[config.mk]
export PLATFORM = sky130hd
export DESIGN_NAME = irq_entry_top
export DESIGN_NICKNAME = d
export VERILOG_FILES = /design/src/rtl/irq_entry_pkg.sv /design/src/rtl/irq_nmi_latch.sv /design/src/rtl/irq_accept_fsm.sv /design/src/rtl/irq_state_update.sv /design/src/rtl/irq_entry_top.sv
export SDC_FILE = /design/constraint.sdc
export NUM_CORES = 1
export LEC_CHECK = 0
export BUFFER_PORTS_ARGS = -buffer_cell sky130_fd_sc_hd__buf_2
export CAP_MARGIN = 20
export CORE_ASPECT_RATIO = 0.9
export CORE_MARGIN = 8
export CORE_UTILIZATION = 50
export DETAILED_ROUTE_END_ITERATION = 8
export PLACE_DENSITY = 0.89
export SETUP_SLACK_MARGIN = 0.05
export SLEW_MARGIN = 20
export SYNTH_ARGS = -nofsm -noshare
export SYNTH_HDL_FRONTEND = slang
export SYNTH_SLANG_ARGS = --single-unit
[constraint.sdc]
create_clock -name clk -period 4.52 [get_ports clk]
set_clock_uncertainty 0.15 [all_clocks]
set_input_delay 0.452 -clock clk [delete_from_list [all_inputs] [get_ports clk]]
set_output_delay 0.452 -clock clk [all_outputs]
set_load 0.005 [all_outputs]
[src/rtl/irq_entry_pkg.sv]
package irq_entry_pkg;

    // Status word bit positions the entry logic reads or writes
    localparam int SR_PRIV_BIT  = 30;
    localparam int SR_BANK_BIT  = 29;
    localparam int SR_BLOCK_BIT = 28;
    localparam int SR_MASK_LSB  = 4;

    typedef enum logic [0:0] {
        ST_RUN   = 1'b0,
        ST_TAKEN = 1'b1
    } entry_state_e;

    typedef enum logic [1:0] {
        KIND_NONE = 2'd0,
        KIND_NMI  = 2'd1,
        KIND_IRQ  = 2'd2
    } entry_kind_e;

endpackage

[src/rtl/irq_nmi_latch.sv]
module irq_nmi_latch #(
    parameter bit NMI_RISING = 1'b1
) (
    input  logic clk,
    input  logic rst_n,
    input  logic nmi_pin,
    input  logic accept,
    output logic pending
);

    localparam logic PIN_IDLE = ~NMI_RISING;

    logic pin_q;
    logic edge_seen;

    generate
        if (NMI_RISING) begin : g_rise
            assign edge_seen = nmi_pin & ~pin_q;
        end else begin : g_fall
            assign edge_seen = ~nmi_pin & pin_q;
        end
    endgenerate

    always_ff @(posedge clk or negedge rst_n) begin
        if (!rst_n) begin
            pin_q   <= PIN_IDLE;
            pending <= 1'b0;
        end else begin
            pin_q <= nmi_pin;
            if (accept) begin
                pending <= 1'b0;
            end else if (edge_seen) begin
                pending <= 1'b1;
            end
        end
    end

    // acceptance empties the latch on the next cycle
    a_r10_clear_on_accept: assert property (@(posedge clk) disable iff (!rst_n)
        accept |=> !pending);

    // a rising pin not being accepted leaves a pending request
    a_r1_edge_latched: assert property (@(posedge clk) disable iff (!rst_n)
        (NMI_RISING && $rose(nmi_pin) && !accept) |=> pending);

endmodule

[src/rtl/irq_accept_fsm.sv]
module irq_accept_fsm
    import irq_entry_pkg::*;
#(
    parameter int LVL_W = 4
) (
    input  logic             clk,
    input  logic             rst_n,
    input  logic             boundary,
    input  logic             nmi_pending,
    input  logic             nmi_bl_accept,
    input  logic             sr_block,
    input  logic [LVL_W-1:0] sr_mask,
    input  logic [LVL_W-1:0] irq_level,
    output entry_kind_e      take_kind,
    output logic             taken
);

    entry_state_e state_q;
    entry_state_e state_d;
    logic         nmi_ok;
    logic         irq_ok;

    assign nmi_ok = nmi_pending & (~sr_block | nmi_bl_accept);
    assign irq_ok = ~sr_block & (irq_level > sr_mask);

    // State register
    always_ff @(posedge clk or negedge rst_n) begin
        if (!rst_n) begin
            state_q <= ST_RUN;
        end else begin
            state_q <= state_d;
        end
    end

    // Transitions and entry decision
    always_comb begin
        state_d   = state_q;
        take_kind = KIND_NONE;
        unique case (state_q)
            ST_RUN: begin
                if (boundary && nmi_ok) begin
                    take_kind = KIND_NMI;
                    state_d   = ST_TAKEN;
                end else if (boundary && irq_ok) begin
                    take_kind = KIND_IRQ;
                    state_d   = ST_TAKEN;
                end
            end
            ST_TAKEN: begin
                state_d = ST_RUN;
            end
            default: begin
                state_d = ST_RUN;
            end
        endcase
    end

    // Outputs
    always_comb begin
        taken = (state_q == ST_TAKEN);
    end

    // nothing is accepted during the pulse cycle
    a_r11_no_take_when_busy: assert property (@(posedge clk) disable iff (!rst_n)
        taken |-> (take_kind == KIND_NONE));

    // a general entry needs a boundary, BL clear and a level above the mask
    a_r9_irq_conditions: assert property (@(posedge clk) disable iff (!rst_n)
        (take_kind == KIND_IRQ) |-> (boundary && !sr_block && (irq_level > sr_mask)));

    // a general entry never hides an acceptable non-maskable request
    a_r6_nmi_priority: assert property (@(posedge clk) disable iff (!rst_n)
        (take_kind == KIND_IRQ) |-> !nmi_pending);

endmodule

[src/rtl/irq_state_update.sv]
module irq_state_update
    import irq_entry_pkg::*;
#(
    parameter int              XLEN       = 32,
    parameter int              LVL_W      = 4,
    parameter int              CODE_W     = 12,
    parameter logic [XLEN-1:0] VEC_OFFSET = 32'h0000_0600,
    parameter logic [XLEN-1:0] NMI_CODE   = 32'h0000_01C0
) (
    input  logic              clk,
    input  logic              rst_n,
    input  entry_kind_e       take_kind,
    input  logic              nmi_mask_force,
    input  logic [XLEN-1:0]   pc_in,
    input  logic [XLEN-1:0]   sr_in,
    input  logic [XLEN-1:0]   r15_in,
    input  logic [XLEN-1:0]   vbr_in,
    input  logic [CODE_W-1:0] irq_code,
    output logic [XLEN-1:0]   spc_out,
    output logic [XLEN-1:0]   ssr_out,
    output logic [XLEN-1:0]   sgr_out,
    output logic [XLEN-1:0]   evt_out,
    output logic [XLEN-1:0]   sr_out,
    output logic [XLEN-1:0]   pc_out
);

    localparam int PAD_W = XLEN - CODE_W;

    logic [XLEN-1:0] sr_entry;
    logic [XLEN-1:0] evt_entry;
    logic            do_entry;

    assign do_entry = (take_kind != KIND_NONE);

    always_comb begin
        sr_entry               = sr_in;
        sr_entry[SR_PRIV_BIT]  = 1'b1;
        sr_entry[SR_BANK_BIT]  = 1'b1;
        sr_entry[SR_BLOCK_BIT] = 1'b1;
        if ((take_kind == KIND_NMI) && nmi_mask_force) begin
            sr_entry[SR_MASK_LSB +: LVL_W] = '1;
        end
    end

    always_comb begin
        if (take_kind == KIND_NMI) begin
            evt_entry = NMI_CODE;
        end else begin
            evt_entry = {{PAD_W{1'b0}}, irq_code};
        end
    end

    always_ff @(posedge clk or negedge rst_n) begin
        if (!rst_n) begin
            spc_out <= '0;
            ssr_out <= '0;
            sgr_out <= '0;
            evt_out <= '0;
            sr_out  <= '0;
            pc_out  <= '0;
        end else if (do_entry) begin
            spc_out <= pc_in;
            ssr_out <= sr_in;
            sgr_out <= r15_in;
            evt_out <= evt_entry;
            sr_out  <= sr_entry;
            pc_out  <= vbr_in + VEC_OFFSET;
        end
    end

    // the three save registers capture the entry-cycle inputs
    a_r3_saved_state: assert property (@(posedge clk) disable iff (!rst_n)
        do_entry |=> (spc_out == $past(pc_in)) && (ssr_out == $past(sr_in))
                     && (sgr_out == $past(r15_in)));

    // vector address
    a_r2_vector: assert property (@(posedge clk) disable iff (!rst_n)
        do_entry |=> (pc_out == $past(vbr_in) + VEC_OFFSET));

    // privilege, bank and block bits raised
    a_r5_status_bits: assert property (@(posedge clk) disable iff (!rst_n)
        do_entry |=> (sr_out[SR_PRIV_BIT] && sr_out[SR_BANK_BIT] && sr_out[SR_BLOCK_BIT]));

    // forced mask on non-maskable entry
    a_r8_mask_forced: assert property (@(posedge clk) disable iff (!rst_n)
        ((take_kind == KIND_NMI) && nmi_mask_force) |=> (sr_out[SR_MASK_LSB +: LVL_W] == '1));

    // fixed code for non-maskable entry
    a_r4_nmi_code: assert property (@(posedge clk) disable iff (!rst_n)
        (take_kind == KIND_NMI) |=> (evt_out == NMI_CODE));

endmodule

[src/rtl/irq_entry_top.sv]
module irq_entry_top
    import irq_entry_pkg::*;
#(
    parameter int XLEN   = 32,
    parameter int LVL_W  = 4,
    parameter int CODE_W = 12
) (
    input  logic              clk,
    input  logic              rst_n,
    input  logic              nmi_pin,
    input  logic              boundary,
    input  logic [LVL_W-1:0]  irq_level,
    input  logic [CODE_W-1:0] irq_code,
    input  logic              nmi_bl_accept,
    input  logic              nmi_mask_force,
    input  logic [XLEN-1:0]   sr_in,
    input  logic [XLEN-1:0]   pc_in,
    input  logic [XLEN-1:0]   r15_in,
    input  logic [XLEN-1:0]   vbr_in,
    output logic              taken,
    output logic [XLEN-1:0]   spc_out,
    output logic [XLEN-1:0]   ssr_out,
    output logic [XLEN-1:0]   sgr_out,
    output logic [XLEN-1:0]   evt_out,
    output logic [XLEN-1:0]   sr_out,
    output logic [XLEN-1:0]   pc_out
);

    entry_kind_e take_kind;
    logic        nmi_pending;
    logic        nmi_accept;

    assign nmi_accept = (take_kind == KIND_NMI);

    irq_nmi_latch #(
        .NMI_RISING (1'b1)
    ) u_latch (
        .clk     (clk),
        .rst_n   (rst_n),
        .nmi_pin (nmi_pin),
        .accept  (nmi_accept),
        .pending (nmi_pending)
    );

    irq_accept_fsm #(
        .LVL_W (LVL_W)
    ) u_fsm (
        .clk           (clk),
        .rst_n         (rst_n),
        .boundary      (boundary),
        .nmi_pending   (nmi_pending),
        .nmi_bl_accept (nmi_bl_accept),
        .sr_block      (sr_in[SR_BLOCK_BIT]),
        .sr_mask       (sr_in[SR_MASK_LSB +: LVL_W]),
        .irq_level     (irq_level),
        .take_kind     (take_kind),
        .taken         (taken)
    );

    irq_state_update #(
        .XLEN   (XLEN),
        .LVL_W  (LVL_W),
        .CODE_W (CODE_W)
    ) u_update (
        .clk            (clk),
        .rst_n          (rst_n),
        .take_kind      (take_kind),
        .nmi_mask_force (nmi_mask_force),
        .pc_in          (pc_in),
        .sr_in          (sr_in),
        .r15_in         (r15_in),
        .vbr_in         (vbr_in),
        .irq_code       (irq_code),
        .spc_out        (spc_out),
        .ssr_out        (ssr_out),
        .sgr_out        (sgr_out),
        .evt_out        (evt_out),
        .sr_out         (sr_out),
        .pc_out         (pc_out)
    );

    // the pulse is a single cycle
    a_r11_single_pulse: assert property (@(posedge clk) disable iff (!rst_n)
        taken |=> !taken);

    // entry outputs hold outside the pulse cycle
    a_r11_outputs_hold: assert property (@(posedge clk) disable iff (!rst_n)
        !taken |-> ($stable(spc_out) && $stable(sr_out) && $stable(pc_out) && $stable(evt_out)));

endmodule

# After elaboration in Yosys (flattened, before gate mapping)
# Index checks and enable logic that the tools add are counted.
op_classes:
  n_addsub: 1
  order_cmp: 1
  eq_ne: 1
  mux: 10
  n_bitwise: 7
  n_reduce_logical: 5
op_table:
  columns: ["cell", "count"]
  rows:
  - ["adder 32 x 11 -> 32 bit (second input constant)", 1]
  - ["2-to-1 mux 12 bit", 1]
  - ["2-to-1 mux 2 bit", 3]
  - ["greater-than comparator 4 bit", 1]
  - ["2-to-1 mux 1 bit", 4]
  - ["2-to-1 mux 4 bit", 1]
  - ["nonzero test 2 bit", 2]
  - ["bitwise AND 1 bit", 3]
  - ["logical AND 1 bit", 3]
  - ["inverter 1 bit", 3]
  - ["equality test 2 x 1 -> 1 bit (second input constant)", 1]
  - ["case mux 1 bit (2 select lines)", 1]
  - ["OR 1 bit", 1]
word_totals:
  register_bits: 195
  inputBits: 150
  wordCells: 34

# Longest topological paths before layout
# Gate-level depths: netlist of the first run.
logic_depth:
  depth_word: 9
  depth_mapped: 10
  mapped_depth_nobuf: 8

# Hierarchy
# Synthesis of the first run repeated with hierarchy kept, for this count alone.
unflattened:
  cells_unflattened: 721
  area_unflattened_um2: 6540.0
by_module_without_submodules:
  columns: ["mod", "instances", "cells_per_inst", "area_per_inst_um2", "seq_area_each_um2"]
  rows:
  - ["irq_state_update", 1, 695, 6299.8, 3628.5]
  - ["irq_accept_fsm", 1, 20, 157.7, 25.0]
  - ["irq_nmi_latch", 1, 5, 68.8, 50.0]
  - ["irq_entry_top", 1, 1, 13.8, 0.0]

# Worst setup path before layout of the first run
# Ideal clock, no wire load.
synth_path:
  path_type: "input -> register"
  startpoint: "input port sr_in[5]"
  endpoint: "register u_update.pc_out[0]"
  setup_ns: 0.125
  t_arrival_ns: 2.019
  slack_ns: 2.226
  stages: 10
  path_cell_list: "inv_1 -> ha_1 -> nor2b_1 -> o211ai_2 -> a21oi_2 -> o21ai_4 -> inv_4 -> buf_12 -> buf_12 -> mux2_4"
synth_between:
  elab_chain_cells: 7
synth_lines:
  columns: ["item", "line", "rtl"]
  rows:
  - ["start: declaration", "irq_entry_top.sv:16", "input logic [XLEN-1:0] sr_in,"]
  - ["greater-than comparator 4 bit", "irq_accept_fsm.sv:24", "assign irq_ok = ~sr_block & (irq_level > sr_mask);"]
  - ["bitwise AND 1 bit", "irq_accept_fsm.sv:24", null]
  - ["logical AND 1 bit", "irq_accept_fsm.sv:44", "end else if (boundary && irq_ok) begin"]
  - ["2-to-1 mux 2 bit", "irq_accept_fsm.sv:44", null]
  - ["2-to-1 mux 2 bit", "irq_accept_fsm.sv:41", "if (boundary && nmi_ok) begin"]
  - ["2-to-1 mux 2 bit", "irq_accept_fsm.sv:39", "unique case (state_q)"]
  - ["nonzero test 2 bit", "irq_state_update.sv:33", "assign do_entry = (take_kind != KIND_NONE);"]
  - ["end signal: assignment", "irq_state_update.sv:67", "pc_out <= vbr_in + VEC_OFFSET;"]
  - ["end: declaration", "irq_state_update.sv:24", "output logic [XLEN-1:0] pc_out"]
# Every way passes these cells.
# A chain may end at the register's enable or synchronous reset.

# Worst setup path after layout of the first run
layout_path:
  startpoint: "register u_latch.pending"
  endpoint: "register u_update.spc_out[5]"
layout_between:
  elab_chain_cells: 5
layout_lines:
  columns: ["item", "line", "rtl"]
  rows:
  - ["start: declaration", "irq_nmi_latch.sv:8", "output logic pending"]
  - ["start signal: assignment", "irq_nmi_latch.sv:27", "pending <= 1'b0;"]
  - ["start signal: assignment", "irq_nmi_latch.sv:31", "pending <= 1'b0;"]
  - ["start signal: assignment", "irq_nmi_latch.sv:33", "pending <= 1'b1;"]
  - ["bitwise AND 1 bit", "irq_accept_fsm.sv:23", "assign nmi_ok = nmi_pending & (~sr_block | nmi_bl_accept);"]
  - ["logical AND 1 bit", "irq_accept_fsm.sv:41", null]
  - ["2-to-1 mux 2 bit", "irq_accept_fsm.sv:41", null]
  - ["2-to-1 mux 2 bit", "irq_accept_fsm.sv:39", null]
  - ["nonzero test 2 bit", "irq_state_update.sv:33", null]
  - ["end signal: assignment", "irq_state_update.sv:62", "spc_out <= pc_in;"]
  - ["end: declaration", "irq_state_update.sv:19", "output logic [XLEN-1:0] spc_out,"]
# Every way passes these cells.

==> impl_results.md, run 1 <==
- Placed inst area: 0.00823 mm²
- Post-Layout Inst Area: 0.00882 mm²
- Vias: 4674
- Grt total ovfl: 0
- Setup WS pre-CTS: 1.13 ns
- Initial antenna violation count: 2
- WP data required: 4.66 ns
- DR iter-0 viols: 260
- CTS clk-pin slew, worst paths: 0.06 ns
- Sequential element share of the synthesized area: 0.537
- Residual DRC count: 0
- Status: completed
- Period utilization: 0.672
- Post-layout util: 0.657
- Ports: 343
- Die area: 0.0178 mm²
- Type of origin of the critical path: register
- Die Height: 127 µm
- Reg2reg path depth: 5
- Leading area contributor after synthesis: dfrtp_1
- Min-Delay Startpoint: irq_code[0]
- Hold Crit Class: primary input to register
- R2R Setup Slk: 1.48 ns
- Slowest stage cell, crit path: inv_6
- Proportion of power drawn by combinational gates: 0.352
- Yosys top cell area share: 0.537
- Clock buffer depth: 2
- Fin. max-slew vios: 0
- Nets: 906
- GPL Wtd Cong: 0.856
- Hold Path Depth: 2
- Largest net degree at the start of global routing: 79
- Post-synth cell types: 37
- Measured slew at the worst slew-check pin: 0.904 ns
- Area Growth Syn to Fin: 28.0%
- Fin worst setup slack: 1.48 ns
- Setup bufs post-CTS: 0
- Minimum clock period: 3.04 ns
- Gate Count Post-Synth: 448
- Final wirelength: 19700 µm
- DP Wirelength: 15100 µm
- Synth warnings: 0
- Wirelength per Cell: 21.1 µm
- Clock power share: 0.246
- Maximum clock rate: 329 MHz
- Sw Share: 0.304
- Num Clock Sinks: 148
- Rows: 40
- Final setup viols: 0
- Worst hold slack: 0.108 ns
- Cell-internal power: 3.85 mW
- PortBufs: 322
- Final setup TNS: 0 ns
- Max VDD drop: 0.000304 V
- Post-synthesis instance area: 0.00689 mm²
- Cell breakdown of the critical path: a21boi_0 -> o21ai_4 -> inv_6 -> buf_4 -> mux2_4
- Crit end category: register
- Worst R2R Start: u_latch.pending$_DFFE_PN0P_
- Initial Util: 0.514
- Reg2Reg Capture Point: u_update.spc_out[5]$_DFFE_PN0P_
- Top area cells in the synthesized netlist: dfrtp_1 (54%), mux2_4 (22%), buf_4 (5.1%), mux2_2 (4.4%), buf_12 (3.2%)
- Arr. time, crit path: 3.18 ns
- Max FO, Critical Path: 76
- Synthesized flop and latch total: 148
- CP peak stage delay: 0.68 ns
- Sw power: 1.68 mW
- CP Class: register to register
- Hold Path End: u_update.evt_out[0]$_DFFE_PN0P_
- Pre-antenna DRT Iters: 4
- Share of cells above drive strength 1: 0.640
- Vias/cell: 5.00
- Routed Antenna Nets: 0
- Hold Vio Cnt, Final: 0
- Vias in the first global route: 5192
- Leakage: 4.58 nW
- Part of the power in registers: 0.402
- Pwr/cell area: 627 mW/mm²
- Total of max-cap violations: 0
- Cell family with most CP delay: buffers and inverters
- Avg Inst Size Synth: 15.4 µm²
- Worst Path Buf+Inv: 2
- Core Area: 0.0134 mm²
- TritonCTS clock tree: done
- CTS Root Cell: clkbuf_16
- RSZ-0062 raised after global routing: no
- Gr usage total: 0.217
- CTS Buf Count: 17
- Worst-Skew Late Latency: 0.41 ns
- DIE WIDTH: 140 µm
- Post-CTS Resized: 0
- Worst slew margin: 0.397
- First-pass GRT wire length: 30100 µm
- H-Tree Depth: 4
[area by class of cell]
cell class	count	area [µm²]
Timing Repair Buffer	328	1680
Inverter	17	68.8
Tap cell	168	210
Antenna cell	2	5.00
Fill cell	960	4600
Sequential cell	148	3700
Clock inverter	13	133
Clock buffer	19	433
Multi-Input combinational cell	239	2580
[registers in the layout, indices dropped and copies added, names as in the netlist]
signal and flops:
u_update.sgr_out 32, u_update.sr_out 30, u_update.ssr_out 7, u_latch.pin_q 1
u_update.pc_out 32, u_latch.pending 1, u_update.spc_out 32, u_update.evt_out 12
u_fsm.taken 1
[timing repair]
| item | 4_1_cts | 5_1_grt |
|---|---|---|
| endpoints found under the setup margin | 0 | 0 |
| hold endpoints to repair | 77 | 0 |
| hold buffers | 2 | 0 |
[worst register-to-register path: cells and delay by family (launching register included)]
| family | cells | cell delay (ns) |
|---|---|---|
| buffers and inverters | 2 | 1.26 |
| DFF | 1 | 0.35 |
| muxes | 1 | 0.35 |
| AOI/OAI and AO/OA | 2 | 0.82 |
[cell families after synthesis]
kind of cell,count (synthesis),synth area share
AO/OA/AOI/OAI,22,0.0269
XOR/XNOR,21,0.0267
adder cells (fa/ha/maj),5,0.00908
buffers and inverters,80,0.0979
flip-flops,148,0.537
multiplexers,132,0.269
other,1,0.000544
AND/OR/NAND/NOR,39,0.0321
[synthesized netlist by cell type (all sizes together)]
| cell type | n |
|---|---|
| buf | 61 |
| o211ai | 1 |
| nor4 | 3 |
| a21boi | 1 |
| clkbuf | 2 |
| mux2 | 127 |
| a21oi | 4 |
| a22o | 9 |
| nand2b | 2 |
| nor3b | 1 |
| and3 | 4 |
| inv | 17 |
| ha | 5 |
| a41o | 1 |
| nand2 | 6 |
| xnor2 | 13 |
| a2bb2oi | 3 |
| mux2i | 5 |
| nor2b | 2 |
| nand3 | 3 |
| and3b | 1 |
| nand4 | 6 |
| and4 | 1 |
| o21ai | 3 |
| xor2 | 8 |
| conb | 1 |
| nor2 | 8 |
| nor3 | 2 |
| dfrtp | 148 |
[layout by cell type, fill, tap and decap left out, types with 5 or more instances in the layout]
master       n
xor2_1       8
nand4_1      6
mux2_4     100
inv_1       16
buf_2      321
xnor2_1     13
mux2i_1      5
dfrtp_1    148
nor2_1       8
nand2_1      6
clkbuf_16   17
conb_1      20
clkinv_2     5
mux2_2      27
ha_1         5
a22o_1       9
[metal layers]
metal / vias to the layer above / share of wire / track usage
met2: 217 / 0.52 / 0.379
met1: 2341 / 0.38 / 0.242
met3: 24 / 0.081 / 0.0808
met4: 0 / 0.019 / 0.0740
li1: 2092 / - / -
met5: - / 0 / 0
[worst max path at each step]
stage | startpoint | endpoint | slack [ns] | cells past startpoint
finish | u_latch.pending$_DFFE_PN0P_ | u_update.spc_out[5]$_DFFE_PN0P_ | 1.48 | 5
global route | u_latch.pending$_DFFE_PN0P_ | u_update.spc_out[6]$_DFFE_PN0P_ | 1.25 | 5
CTS | u_latch.pending$_DFFE_PN0P_ | u_update.spc_out[7]$_DFFE_PN0P_ | 1.50 | 5
detailed placement | sr_in[7] | u_update.sr_out[22]$_DFFE_PN0P_ | 1.13 | 9
global placement | sr_in[7] | u_update.spc_out[29]$_DFFE_PN0P_ | 1.20 | 9
floorplan | sr_in[5] | u_update.pc_out[0]$_DFFE_PN0P_ | 2.23 | 10
[through the flow]
step,power (mW),instances
2_1_floorplan,3.37,467
3_3_place_gp,4.08,898
3_5_place_dp,4.18,898
4_1_cts,5.58,932
5_1_grt,5.82,934
6_report,5.53,934
[power by group through the flow]
stage / Clock (mW) / Sequential [mW] / Combinational (mW)
2_1_floorplan: 0 / 2.23 / 1.13
3_3_place_gp: 0 / 2.19 / 1.89
3_5_place_dp: 0 / 2.23 / 1.95
4_1_cts: 1.39 / 2.22 / 1.98
5_1_grt: 1.45 / 2.28 / 2.09
6_report: 1.36 / 2.22 / 1.95
(Power assumes the default switching activity.)
==> inputs of run 2 (changes only) <==
--- a/config.mk
+++ b/config.mk
@@ -9,9 +9,9 @@
 export CAP_MARGIN = 20
 export CORE_ASPECT_RATIO = 0.9
 export CORE_MARGIN = 8
-export CORE_UTILIZATION = 50
+export CORE_UTILIZATION = 42
 export DETAILED_ROUTE_END_ITERATION = 8
-export PLACE_DENSITY = 0.89
+export PLACE_DENSITY = 0.8
 export SETUP_SLACK_MARGIN = 0.05
 export SLEW_MARGIN = 20
 export SYNTH_ARGS = -nofsm -noshare
==> constraint.sdc (replaced) <==
create_clock -name clk -period 2.5 [get_ports clk]
set_clock_uncertainty 0.15 [all_clocks]
set_input_delay 0.25 -clock clk [delete_from_list [all_inputs] [get_ports clk]]
set_output_delay 0.25 -clock clk [all_outputs]
set_load 0.005 [all_outputs]
==> run 2 against run 1 <==
  * Combinational power increased by 92%
  * Cell count grew 18%
  * Routed wire length up 11%
  * Clock power up 85%
  * Setup slack worse by 1.3 ns
  * Non-clock buffer count up 129
  * Critical path type is now primary input to register
  * Critical endpoint is now u_update.sr_out[19]$_DFFE_PN0P_
==> impl_results.md, run 2 (synthesis results as in run 1) <==
- WP data required: 2.65 ns (-2.01 ns)
- Vias: 5171 (+11%)
- Num Clock Sinks: 148 (unchanged)
- Fin worst setup slack: 0.151 ns (-1.33 ns)
- Arr. time, crit path: 2.49 ns (-0.69 ns)
- Area Growth Syn to Fin: 48.2%
- Leakage: 5.16 nW (+13%)
- Post-Layout Inst Area: 0.0102 mm² (+16%)
- Pwr/cell area: 1010 mW/mm² (+61%)
- Worst slew margin: 0.621 (+0.224)
- Period utilization: 0.939
- Clock buffer depth: 2 (unchanged)
- Max VDD drop: 0.000719 V (+140%)
- TritonCTS clock tree: done
- Final wirelength: 21900 µm (+11%)
- Tot Pwr: 10.3 mW (+86%)
- Die Height: 138 µm (+8.0%)
- Post-layout util: 0.635 (-0.0222)
- Initial Util: 0.429 (-0.0851)
- Core Area: 0.0161 mm² (+20%)
- PortBufs: 322 (unchanged)
- Final setup viols: 0 (unchanged)
- Non-Filler Instances: 1102 (+18%)
- CP peak stage delay: 0.52 ns (-0.16 ns)
- Hold Crit Class: primary input to register
- Pre-antenna DRT Iters: 4 (unchanged)
- Final setup TNS: 0 ns (unchanged)
- Minimum clock period: 2.35 ns
- DP Wirelength: 14400 µm (-4.2%)
- First-pass GRT wire length: 33100 µm (+10%)
- RSZ-0062 raised after global routing: no
- Max FO, Critical Path: 22 (-71%)
- CTS clk-pin slew, worst paths: 0.06 ns (about the same)
- CTS Buf Count: 17 (unchanged)
- Setup WS pre-CTS: 0.167 ns (-0.968 ns)
- Residual DRC count: 0 (unchanged)
- Grt total ovfl: 0 (unchanged)
- CTS Root Cell: clkbuf_16
- Largest net degree at the start of global routing: 56 (-29%)
- Initial antenna violation count: 1 (-1)
- GPL Wtd Cong: 0.779 (-9.1%)
- DR iter-0 viols: 149 (-43%)
- Placed insts: 949 (+5.7%)
- Worst hold slack: 0.0399 ns (-0.0682 ns)
- Largest registers: u_update.pc_out x32, u_update.sgr_out x32, u_update.spc_out x32
- Share of cells above drive strength 1: 0.562 (-0.0779)
- Fin. max-slew vios: 0 (unchanged)
- Most frequent cells in the layout: buf_2 (321), dfrtp_1 (148), dlygate4sd3_1 (119), mux2_4 (100), mux2_2 (27)
- Crit end category: register
- Measured slew at the worst slew-check pin: 0.564 ns (-0.340 ns)
- DIE WIDTH: 151 µm (+8.1%)
- Die area: 0.0208 mm² (+17%)
- Status: completed
- Gr usage total: 0.208 (-0.00914)
- Wirelength per Cell: 19.9 µm (-6.0%)
- CP Class: primary input to register
- Vias in the first global route: 5895 (+14%)
- Maximum clock rate: 426 MHz
- Most common cell after layout, fill and taps aside: buf_2
- Nets: 1035 (+14%)
- Placed inst area: 0.00843 mm² (+2.4%)
- Cell breakdown of the critical path: dlygate4sd3_1 -> buf_2 -> inv_1 -> ha_1 -> a41o_1 -> a21oi_2 -> o21ai_4 -> clkinv_8 -> buf_12 -> mux2_4
- Rows: 44 (+10%)
- Total of max-cap violations: 0 (unchanged)
- Slowest stage cell, crit path: dlygate4sd3_1
- Hold Vio Cnt, Final: 0 (unchanged)
- Type of origin of the critical path: primary input
- Vias/cell: 4.69 (-6.2%)
- Worst-Skew Late Latency: 0.41 ns (about the same)
- H-Tree Depth: 4 (unchanged)
- Setup bufs post-CTS: 0 (unchanged)
- Ports: 343 (unchanged)
- Routed Antenna Nets: 0 (unchanged)
## run 2: cell count changes in the layout (fill, tap and decap cells not counted)
| cell | before | now |
|---|---|---|
| clkinv_2 | 5 | 3 |
| inv_6 | 3 | 5 |
| buf_4 | 3 | 10 |
| clkinv_8 | 0 | 1 |
| clkinvlp_4 | 4 | 3 |
| buf_12 | 1 | 6 |
| clkbuf_1 | 2 | 1 |
| dlygate4sd3_1 | 2 | 119 |
| clkinv_4 | 0 | 1 |
## run 2: critical path: cells and delay by family
family,cells,cell delay (ns)
adders and majority gates,1,0.29
muxes,1,0.32
AOI/OAI and AO/OA,3,0.54
buffers and inverters,5,1.08
## run 2: layout make-up
class	count	area, µm²
clock buffer	18	429
timing repair buffer	457	3000
fill	1163	5860
clock inverter	14	150
inverter	17	76.3
multi-input combinational	239	2580
sequential	148	3700
antenna	2	5.00
tap	207	259
## run 2: layer usage
metal,wire (µm),global-route usage,up-vias
li1,-,-,2347
met1,7980,0.221,2532
met2,11400,0.373,253
met3,1960,0.0765,39
met4,531,0.0752,0
met5,0,0,-
## run 2: timing repair
action,4_1_cts,5_1_grt
endpoints found under the hold margin,163,0
hold buffers,119,0
gates resized for setup,0,3
setup endpoints to repair,0,113
## run 2: path summary, 6_finish.rpt
path,from,end,slack (ns),cells past startpoint
worst max register to register,u_latch.pending$_DFFE_PN0P_,u_update.sgr_out[26]$_DFFE_PN0P_,0.59,6
worst min-delay path,vbr_in[31],u_update.pc_out[31]$_DFFE_PN0P_,0.04,3
max in group asynchronous,rst_n,u_update.evt_out[3]$_DFFE_PN0P_,1.38,3
min in group asynchronous,rst_n,u_update.spc_out[22]$_DFFE_PN0P_,0.18,2
worst min register to register,u_update.spc_out[25]$_DFFE_PN0P_,u_update.spc_out[25]$_DFFE_PN0P_,0.35,1
worst max-delay path,sr_in[6],u_update.sr_out[19]$_DFFE_PN0P_,0.15,10
## run 2: power by group
group / switching, mW / internal, mW
Clock: 1.03 / 1.48
Sequential: 0.648 / 3.39
Combinational: 1.46 / 2.29
Total: 3.14 / 7.16
